## config.mk

```make
export PLATFORM = sky130hd
export DESIGN_NAME = pcie_pwrup_seq
export DESIGN_NICKNAME = d
export VERILOG_FILES = /design/src/rtl/pcie_pwrup_seq.sv
export SDC_FILE = /design/constraint.sdc
export NUM_CORES = 1
export LEC_CHECK = 0
export BUFFER_PORTS_ARGS = -buffer_cell sky130_fd_sc_hd__buf_2
export CAP_MARGIN = 40
export CELL_PAD_IN_SITES_DETAIL_PLACEMENT = 1
export CELL_PAD_IN_SITES_GLOBAL_PLACEMENT = 2
export CORE_ASPECT_RATIO = 0.75
export CORE_MARGIN = 1.5
export CORE_UTILIZATION = 41
export CTS_BUF_LIST = sky130_fd_sc_hd__clkbuf_2
export CTS_CLUSTER_SIZE = 14
export DETAILED_ROUTE_END_ITERATION = 8
export PLACE_DENSITY_LB_ADDON = 0.1
export SYNTH_ARGS = -nofsm -noshare
export SYNTH_HDL_FRONTEND = slang
export SYNTH_SLANG_ARGS = --single-unit
export TNS_END_PERCENT = 20
```

## constraint.sdc

```tcl
create_clock -name clk -period 3.55 [get_ports clk]
set_input_delay 0.355 -clock clk [delete_from_list [all_inputs] [get_ports clk]]
set_output_delay 0.355 -clock clk [all_outputs]
set_load 0.02 [all_outputs]
```

## src/rtl/pcie_pwrup_seq.sv

```systemverilog
module pcie_pwrup_seq #(
  parameter int HOLD_CYC = 10_000_000,
  parameter int DT_W     = 4,
  parameter int DEV_RC   = 4
) (
  input  logic            clk,
  input  logic            rst_n,
  input  logic            start,
  input  logic            shutdown,
  input  logic            cfg_done,
  output logic            slot_rst_n,
  output logic            ctrl_rst_n,
  output logic            slot_pwr_en,
  output logic            aux_clk_en,
  output logic            phy_hold,
  output logic            pwrup_rst_n,
  output logic            cfg_start,
  output logic [DT_W-1:0] dev_type,
  output logic            done,
  output logic            busy
);
  localparam int CW = $clog2(HOLD_CYC + 1);
  localparam logic [CW-1:0] CNT_LAST = CW'(HOLD_CYC - 1);

  typedef enum logic [3:0] {
    S_IDLE, S_CTRL, S_PWR, S_HOLD, S_RELS, S_AUX, S_PHY,
    S_PUR, S_CFG, S_CLR, S_AUX2, S_DT
  } state_t;

  state_t        st;
  logic [CW-1:0] cnt;

  always_ff @(posedge clk or negedge rst_n) begin
    if (!rst_n) begin
      st          <= S_IDLE;
      cnt         <= '0;
      slot_rst_n  <= 1'b0;
      ctrl_rst_n  <= 1'b0;
      slot_pwr_en <= 1'b0;
      aux_clk_en  <= 1'b0;
      phy_hold    <= 1'b0;
      pwrup_rst_n <= 1'b0;
      cfg_start   <= 1'b0;
      dev_type    <= '0;
      done        <= 1'b0;
      busy        <= 1'b0;
    end else if (shutdown) begin
      st         <= S_IDLE;
      slot_rst_n <= 1'b0;
      ctrl_rst_n <= 1'b0;
      cfg_start  <= 1'b0;
      done       <= 1'b0;
      busy       <= 1'b0;
    end else begin
      case (st)
        S_IDLE: if (start) begin
          slot_rst_n  <= 1'b0;
          slot_pwr_en <= 1'b0;
          aux_clk_en  <= 1'b0;
          phy_hold    <= 1'b0;
          pwrup_rst_n <= 1'b0;
          done        <= 1'b0;
          busy        <= 1'b1;
          st          <= S_CTRL;
        end
        S_CTRL: begin ctrl_rst_n <= 1'b0; st <= S_PWR; end
        S_PWR:  begin slot_pwr_en <= 1'b1; cnt <= '0; st <= S_HOLD; end
        S_HOLD: begin
          cnt <= cnt + 1'b1;
          if (cnt == CNT_LAST) begin
            ctrl_rst_n <= 1'b1;
            st         <= S_RELS;
          end
        end
        S_RELS: begin slot_rst_n <= 1'b1; st <= S_AUX; end
        S_AUX:  begin aux_clk_en <= 1'b1; st <= S_PHY; end
        S_PHY:  begin phy_hold <= 1'b1; st <= S_PUR; end
        S_PUR:  begin pwrup_rst_n <= 1'b1; cfg_start <= 1'b1; st <= S_CFG; end
        S_CFG:  if (cfg_done) begin
          cfg_start  <= 1'b0;
          aux_clk_en <= 1'b0;
          st         <= S_CLR;
        end
        S_CLR:  begin phy_hold <= 1'b0; st <= S_AUX2; end
        S_AUX2: begin aux_clk_en <= 1'b1; st <= S_DT; end
        S_DT: begin
          dev_type <= DT_W'(DEV_RC);
          done     <= 1'b1;
          busy     <= 1'b0;
          st       <= S_IDLE;
        end
        default: st <= S_IDLE;
      endcase
    end
  end

  AST_SLOT_FIRST: assert property (@(posedge clk) disable iff (!rst_n)
    $fell(ctrl_rst_n) |-> !slot_rst_n);
  AST_PWR_AT_CTRL_REL: assert property (@(posedge clk) disable iff (!rst_n)
    $rose(ctrl_rst_n) |-> slot_pwr_en && !slot_rst_n);
  AST_CTRL_BEFORE_SLOT: assert property (@(posedge clk) disable iff (!rst_n)
    $rose(slot_rst_n) |-> ctrl_rst_n);
  AST_CFG_UNDER_HOLD: assert property (@(posedge clk) disable iff (!rst_n)
    cfg_start |-> phy_hold && pwrup_rst_n && busy);
  AST_HOLD_BEFORE_PWRUP: assert property (@(posedge clk) disable iff (!rst_n)
    $rose(pwrup_rst_n) |-> phy_hold);
  AST_AUX_OFF_AT_CLR: assert property (@(posedge clk) disable iff (!rst_n)
    $fell(phy_hold) && busy |-> !aux_clk_en);
  AST_DONE_RC: assert property (@(posedge clk) disable iff (!rst_n)
    done |-> dev_type == DT_W'(DEV_RC) && !busy);
  AST_SHUTDOWN: assert property (@(posedge clk) disable iff (!rst_n)
    shutdown |=> !slot_rst_n && !ctrl_rst_n && !busy && !done);
endmodule

```

Word-level counts from Yosys, hierarchy flattened
Cells that the tools add are included.
{"block": "word_totals", "regBits": 38, "latchBits": 0, "mem_bits_rw": 0, "romBits": 0, "output_inout_bits": 13, "word_cells": 77, "memories": 0}
{"block": "op_classes", "n_addsub": 1, "n_mul": 0, "div": 0, "n_lt_le_gt_ge": 0, "eq_ne": 17, "shift": 0, "mux": 24, "bitwise_logic": 1, "reduce_logical": 22}
{"operator": "case mux 24 bit (2 select lines)", "count": 1}
{"operator": "case mux 4 bit (11 select lines)", "count": 1}
{"operator": "adder 24 x 1 -> 24 bit, second input constant", "count": 1}
{"operator": "== test 24 bit, second input constant", "count": 1}
{"operator": "nonzero test 3 bit", "count": 6}
{"operator": "== test 4 x 3 -> 1 bit, second input constant", "count": 4}
{"operator": "== test 4 bit, second input constant", "count": 4}
{"operator": "two-way mux 4 bit", "count": 4}
{"operator": "case mux 1 bit (2 select lines)", "count": 7}
{"operator": "AND reduction 2 bit", "count": 6}
{"operator": "AND reduction 3 bit", "count": 4}
{"operator": "two-way mux 1 bit", "count": 9}
{"operator": "inequality test 3 bit, second input constant", "count": 3}
{"operator": "== test 4 x 2 -> 1 bit, second input constant", "count": 2}
{"operator": "case mux 1 bit (3 select lines)", "count": 2}
{"operator": "nonzero test 2 bit", "count": 3}
{"operator": "== test 4 x 1 -> 1 bit, second input constant", "count": 1}
{"operator": "zero test 4 bit", "count": 1}
{"operator": "inequality test 2 bit, second input constant", "count": 2}
{"operator": "AND reduction 4 bit", "count": 1}
{"operator": "OR reduction 2 bit", "count": 1}
{"operator": "inverter 1 bit", "count": 1}

Longest topological paths before layout
Gate-level depths: netlist (run 1).
{"block": "depth", "word_depth": 4, "mapped_depth": 7}

Worst setup path before layout (run 1)
OpenSTA, ideal clock, no wires.
{"block": "synth_timing", "path_kind": "reg-to-reg", "from": "reg cnt[0]", "to": "reg st[0]", "setup_time_ps": 120, "t_arrival_ps": 1854, "setup_slack_ps": 1576, "stages_incl_launch_ff": 6, "n_path_buf": 0, "cell_sequence": "dfrtp_1 -> ha_1 -> nand4_2 -> or2_0 -> or4_1 -> a31o_2"}
{"block": "synth_via", "elab_chain_cells": 3}
{"element": "start: declaration", "line": "31", "rtl": "logic [CW-1:0] cnt;"}
{"element": "start signal: assignment", "line": "69", "rtl": "cnt <= cnt + 1'b1;"}
{"element": "== test 24 bit", "line": "70", "rtl": "if (cnt == CNT_LAST) begin"}
{"element": "inequality test 3 bit (no source line)"}
{"element": "AND reduction 3 bit (no source line)"}
{"element": "end signal: assignment", "line": "72", "rtl": "st <= S_RELS;"}
{"element": "end signal: assignment", "line": "75", "rtl": "S_RELS: begin slot_rst_n <= 1'b1; st <= S_AUX; end"}
{"element": "end signal: assignment", "line": "76", "rtl": "S_AUX: begin aux_clk_en <= 1'b1; st <= S_PHY; end"}
{"element": "end: declaration", "line": "30", "rtl": "state_t st;"}
Every way passes these cells.
A chain may end at the register's enable or synchronous reset.

Final worst setup path (run 1)
{"block": "layout_timing", "from": "reg st[3]", "to": "reg cnt[21]"}
{"block": "layout_via", "elab_chain_cells": 3, "word_cells_on_any_way": 5}
{"element": "start signal: assignment", "line": "35", "rtl": "st <= S_IDLE;"}
{"element": "start signal: assignment", "line": "48", "rtl": "st <= S_IDLE;"}
{"element": "start signal: assignment", "line": "64", "rtl": "st <= S_CTRL;"}
{"element": "== test 4 x 2 -> 1 bit", "line": "55", "rtl": "case (st)"}
{"element": "nonzero test 2 bit (no source line)"}
{"element": "AND reduction 2 bit (no source line)"}
Several ways; a longest one is shown, not always the timed one.

==> flow_summary.toml, run 1 <==
[die]
die_height_um = 67.03
die-area_mm2 = 0.005923
core-area_mm2 = 0.005295
dieWidth_um = 88.37
initial_core_util = 0.4232
rows = 23
top_level_ports = 18

[worst_hold_path]
min_path_cells = 2
hp-class = "in -> reg"

[route]
via_per_inst = 5.759
routedWlPerCell_um = 17.06
remaining_drc_errors = 0
ant_nets = 0
drtPass1Iterations = 4
wirelength_um = 5870
first_iter_violations = 105
num_vias = 1981

[placement]
hpwlAfterDp_um = 4137
place_congestion = 0.7481
placedInstanceArea_mm2 = 0.002365
io_buffers = 14

[flow_run]
cap_violations = 0

[worst_setup_path]
cp_slowest_cell = "or4b_1"
worst-r2r-cell-count = 4
startpoint_type = "flip-flop"
crit_fanout = 26
required_ns = 3.89
cp.arrival_ns = 2.93
crit_chain = "or4b_1 -> or3_1 -> or4_1 -> nand3_1"
end_kind = "flip-flop"
path_class = "reg -> reg"
critPathMaxStageDelay_ns = 1.00

[clock_tree]
cts.sinks = 38
cts_tree = "built"
insertion_delay_ns = 0.39
root_buffer = "clkbuf_2"
cts_made_buffers = 5
clkSlewWorstSetupHoldPaths_ns = 0.20
cts_htree_levels = 2
clockBufferDepth = 2

[synth]
netlist_area_mm2 = 0.002241
post-synth-top-area-cell = "dfrtp_1"
synthTopCellsByCount = "dfrtp_1, nand2_1, nand3_1"
synth_most_common_cell = "dfrtp_1"
ys_types = 53
ys_seq_area_frac = 0.4243
syn_avg_cell_area_um2 = 8.586
synth_flop_cell = "dfrtp_1"
synth_top_area_share = 0.4243
syn_inst = 261
synth-edff-count = 0
synth.area.top_cells = "dfrtp_1, nand2_1, nand3_1, o21ai_0, a21oi_1"
ys_seq_elements = 38
synthArstFlopShare = 1.000
yosys_warnings = 0

[sta]
max_freq_ghz = 0.3854
skew_ns = 0.01916
period_share = 0.7310
worstMarginPinSlew_ns = 0.8714
maxSlewViolCount = 0
setup_viol = 0
maxSlewHeadroom = 0.4191
fin_setup_tns_ns = 0
hold_violations = 0
min_period_ns = 2.595
fin_hold_ws_ns = 0.1835
rsz0062_at_grt = "no"

[finish]
area_delta_synth_final_pct = 7.705
fillCellCount = 669
drive_gt1_frac = 0.1338
finish.utilization = 0.4558
finalInstanceArea_mm2 = 0.002414
nets = 274
n_antenna_cell = 0

[grt]
grt_pass1_wl_um = 10190
grt_usage = 0.2264
grt_max_degree = 28
grt_pass1_vias = 1969
grt_overflow = 0
antenna_found_initial = 0

[outcome]
status = "completed"

[power_and_ir_drop]
ir_drop_v = 0.0002101
power.density_mw_per_mm2 = 480.3
leakagePower_uw = 0.0009815
cells in the final DEF (no fill, tap or decap), types with 5 or more instances in the layout:
master     n
nor3_1     8
a21oi_1   15
dfrtp_1   38
mux2i_1    7
clkbuf_2   6
o21ai_0   17
nand3_1   20
nor2_1    18
inv_1      6
o31ai_1    7
nor4_1     5
or3_1      7
buf_2     14
nand4_1    7
or4_1      5
nand2_1   30
cell families (layout without fill, tap and decap cells):
kind of cell / after synthesis / after routing / share of synthesized area
compound gates: 64 / 64 / 0.1887
flops: 38 / 38 / 0.4243
mux: 7 / 7 / 0.03127
other cells: 1 / 3 / 0.001673
fa+ha+maj: 1 / 1 / 0.005583
simple gates: 121 / 121 / 0.2870
buf+inv: 29 / 35 / 0.06141
metrics by stage:
step                      power, uW  cells  setup slack (ns)
after detailed placement      965.6    335            0.9875
final                          1159    344            0.9550
after global placement        958.2    334             1.046
after floorplan               858.0    263             1.576
after CTS                      1166    344            0.9571
after global routing           1247    344            0.8054
worst paths after layout:
path / startpoint / end / slack, ns
worst max-delay path: st[3] / cnt[21] / 0.95
worst min-delay path: cfg_done / cfg_start / 0.18
worst max register to register: st[3] / cnt[21] / 0.95
worst min register to register: dev_type[2] / dev_type[2] / 0.50
max in group asynchronous: rst_n / aux_clk_en / 2.65
min in group asynchronous: rst_n / cnt[16] / 0.41
flip-flops by register name (all words and copies together), names as in the netlist:
| signal | flops |
|---|---|
| phy_hold | 1 |
| pwrup_rst_n | 1 |
| st | 4 |
| ctrl_rst_n | 1 |
| done | 1 |
| cfg_start | 1 |
| slot_pwr_en | 1 |
| slot_rst_n | 1 |
| aux_clk_en | 1 |
| dev_type | 1 |
| busy | 1 |
| cnt | 24 |
cell type report:
class                      instances  area, um^2  area share
tap                               75       93.84     0.03888
sequential                        38       950.9      0.3940
inverter                           7       26.28     0.01089
multi-input combinational        196        1166      0.4832
timing repair buffer              20       137.6     0.05702
clock inverter                     2       8.758    0.003629
clock buffer                       6       30.03     0.01244
per-layer routing:
layer	wire [um]	vias up	part of all wire	global-route usage
met5	0	-	0	0
met4	46	0	0.0078	0.05273
met3	147	5	0.025	0.03717
met2	2497	19	0.43	0.3359
met1	3178	977	0.54	0.3407
li1	-	980	-	-
repair_timing:
| action | 4_1_cts | 5_1_grt |
|---|---|---|
| gates resized for setup | 0 | 0 |
| hold buffers | 1 | 0 |
| hold endpoints to repair | 17 | 0 |
| setup buffers | 0 | 0 |
report_power, final:
part / switching [uW] / internal (uW)
combinational: 204 / 128
sequential: 121 / 510
clock: 149 / 48.6
critical path: cells and delay by family, from the launching register on:
kind	cells	cell delay (ns)
AND/OR/NAND/NOR	4	1.95
flip-flops	1	0.59
Note: power is estimated with default switching activity, not from simulation.
==> run 2, diff against run 1 <==
--- a/config.mk
+++ b/config.mk
@@ -11,7 +11,7 @@
 export CELL_PAD_IN_SITES_GLOBAL_PLACEMENT = 2
 export CORE_ASPECT_RATIO = 0.75
 export CORE_MARGIN = 1.5
-export CORE_UTILIZATION = 41
+export CORE_UTILIZATION = 34
 export CTS_BUF_LIST = sky130_fd_sc_hd__clkbuf_2
 export CTS_CLUSTER_SIZE = 14
 export DETAILED_ROUTE_END_ITERATION = 8
==> constraint.sdc (replaced) <==
create_clock -name clk -period 2.3 [get_ports clk]
set_input_delay 0.23 -clock clk [delete_from_list [all_inputs] [get_ports clk]]
set_output_delay 0.23 -clock clk [all_outputs]
set_load 0.02 [all_outputs]
==> flow_summary.toml, run 2 (synthesis results as in run 1) <==
[placement]
io_buffers = 14
place_congestion = 0.7644
place_worst_setup_slack_ns = 0.2502
hpwlAfterDp_um = 4617

[route]
wirelength_um = 6448
ant_nets = 0
routedWlPerCell_um = 17.71
drtPass1Iterations = 4
num_vias = 2053
via_per_inst = 5.640
first_iter_violations = 86
remaining_drc_errors = 0

[finish]
final_cell_mix = "dfrtp_1, nand2_1, nand3_1, buf_4, nor2_1"
multi_input_area_mm2 = 0.001166
final_common_cell = "dfrtp_1"
area_delta_synth_final_pct = 12.12
top_register = "cnt"
largest_reg_flops = 24
n_antenna_cell = 0
top_regs = "cnt (24), st (4)"
nets = 289
regArea_um2 = 950.9
drive_gt1_frac = 0.1767
fillCellCount = 763

[sta]
fin_hold_ws_ns = 0.2207
fin_setup_tns_ns = 0
maxSlewViolCount = 0
maxSlewHeadroom = 0.6583
period_share = 0.9149
min_period_ns = 2.104
rsz0062_at_grt = "no"
worstMarginPinSlew_ns = 0.5126
max_freq_ghz = 0.4752
setup_viol = 0
hold_violations = 0
skew_ns = 0.02704
layout_setup_ws_ns = 0.1957

[die]
dieWidth_um = 96.75
core-area_mm2 = 0.006350
die_height_um = 73.31
initial_core_util = 0.3529
top_level_ports = 18
rows = 25
die-area_mm2 = 0.007092

[clock_tree]
cts.sinks = 38
clkSlewWorstSetupHoldPaths_ns = 0.21
cts_made_buffers = 5
cts_tree = "built"
clockBufferDepth = 2
insertion_delay_ns = 0.38
cts_htree_levels = 2
root_buffer = "clkbuf_2"
cts.repair.resized = 0

[worst_hold_path]
min_from = "start"
hp-class = "in -> reg"
min_path_cells = 4
holdPathEnd = "pwrup_rst_n"

[power_and_ir_drop]
leakagePower_uw = 0.001044
power.density_mw_per_mm2 = 736.4
ir_drop_v = 0.0002752

[grt]
antenna_found_initial = 0
grt_pass1_wl_um = 10630
grt_pass1_vias = 1975
grt_max_degree = 39
grt_usage = 0.1909
grt_overflow = 0

[worst_setup_path]
rrSetupSlack_ns = 0.20
cp.arrival_ns = 2.43
path_class = "reg -> reg"
required_ns = 2.62
startpoint_type = "flip-flop"
critPathLaunch = "cnt[0]"
crit_fanout = 8
rr_startpoint = "cnt[0]"
worst-r2r-cell-count = 6
end_kind = "flip-flop"
r2r-end = "cnt[22]"

[flow_run]
cap_violations = 0

[outcome]
status = "completed"
run 2: cell types whose count changed in the layout (fill, tap and decap cells not counted):
cell	delta
buf_4	+15
buf_16	-1
clkinv_2	-1
clkinv_1	-1
clkbuf_2	+1
dlygate4sd3_1	+1
run 2: worst max-delay path by stage:
stage                    to  slack, ns  depth (start not counted)
floorplan             st[0]       0.33                          5
global placement      st[0]       0.31                          5
detailed placement    st[0]       0.25                          5
CTS                 cnt[22]       0.20                          6
global route        cnt[22]        0.1                          6
finish              cnt[22]       0.20                          6
run 2: cell type report:
type / instances / share of cell area
multi-input cells: 196 / 0.4641
flip-flops and latches: 38 / 0.3785
repair buffers: 35 / 0.09263
well taps: 81 / 0.04034
clock buffers: 7 / 0.01394
inverters: 7 / 0.01046
run 2: critical path, cell delays in order, from the launching register on:
cell and delay [ns]:
dfrtp_1 0.48, ha_1 0.26, nand4_2 0.14, buf_4 0.19, or2_2 0.33, or4_1 0.49
a21oi_1 0.15
run 2: where the power goes:
part           switching (uW)  internal (uW)
Combinational             356            236
Sequential                168            787
Clock                     224           79.4
run 2: per-layer routing:
metal,GRT usage,part of all wire
met5,0,0
met2,0.2634,0.40
met1,0.3018,0.56
met4,0.04831,0.0047
met3,0.03520,0.035
run 2: what timing repair did:
| item | CTS | global route |
|---|---|---|
| setup buffers | 0 | 0 |
| hold buffers | 1 | 1 |
| hold endpoints to repair | 38 | 1 |
| endpoints found under the setup margin | 0 | 0 |
run 2: through the flow:
step	cells	instance area, um^2	total power (uW)	util
5_1_grt	364	2512	1988	0.3957
3_5_place_dp	355	2457	1555	0.3870
3_3_place_gp	355	2457	1548	0.3870
2_1_floorplan	263	2248	1324	-
4_1_cts	363	2502	1868	0.3941
6_report	364	2512	1850	0.3957
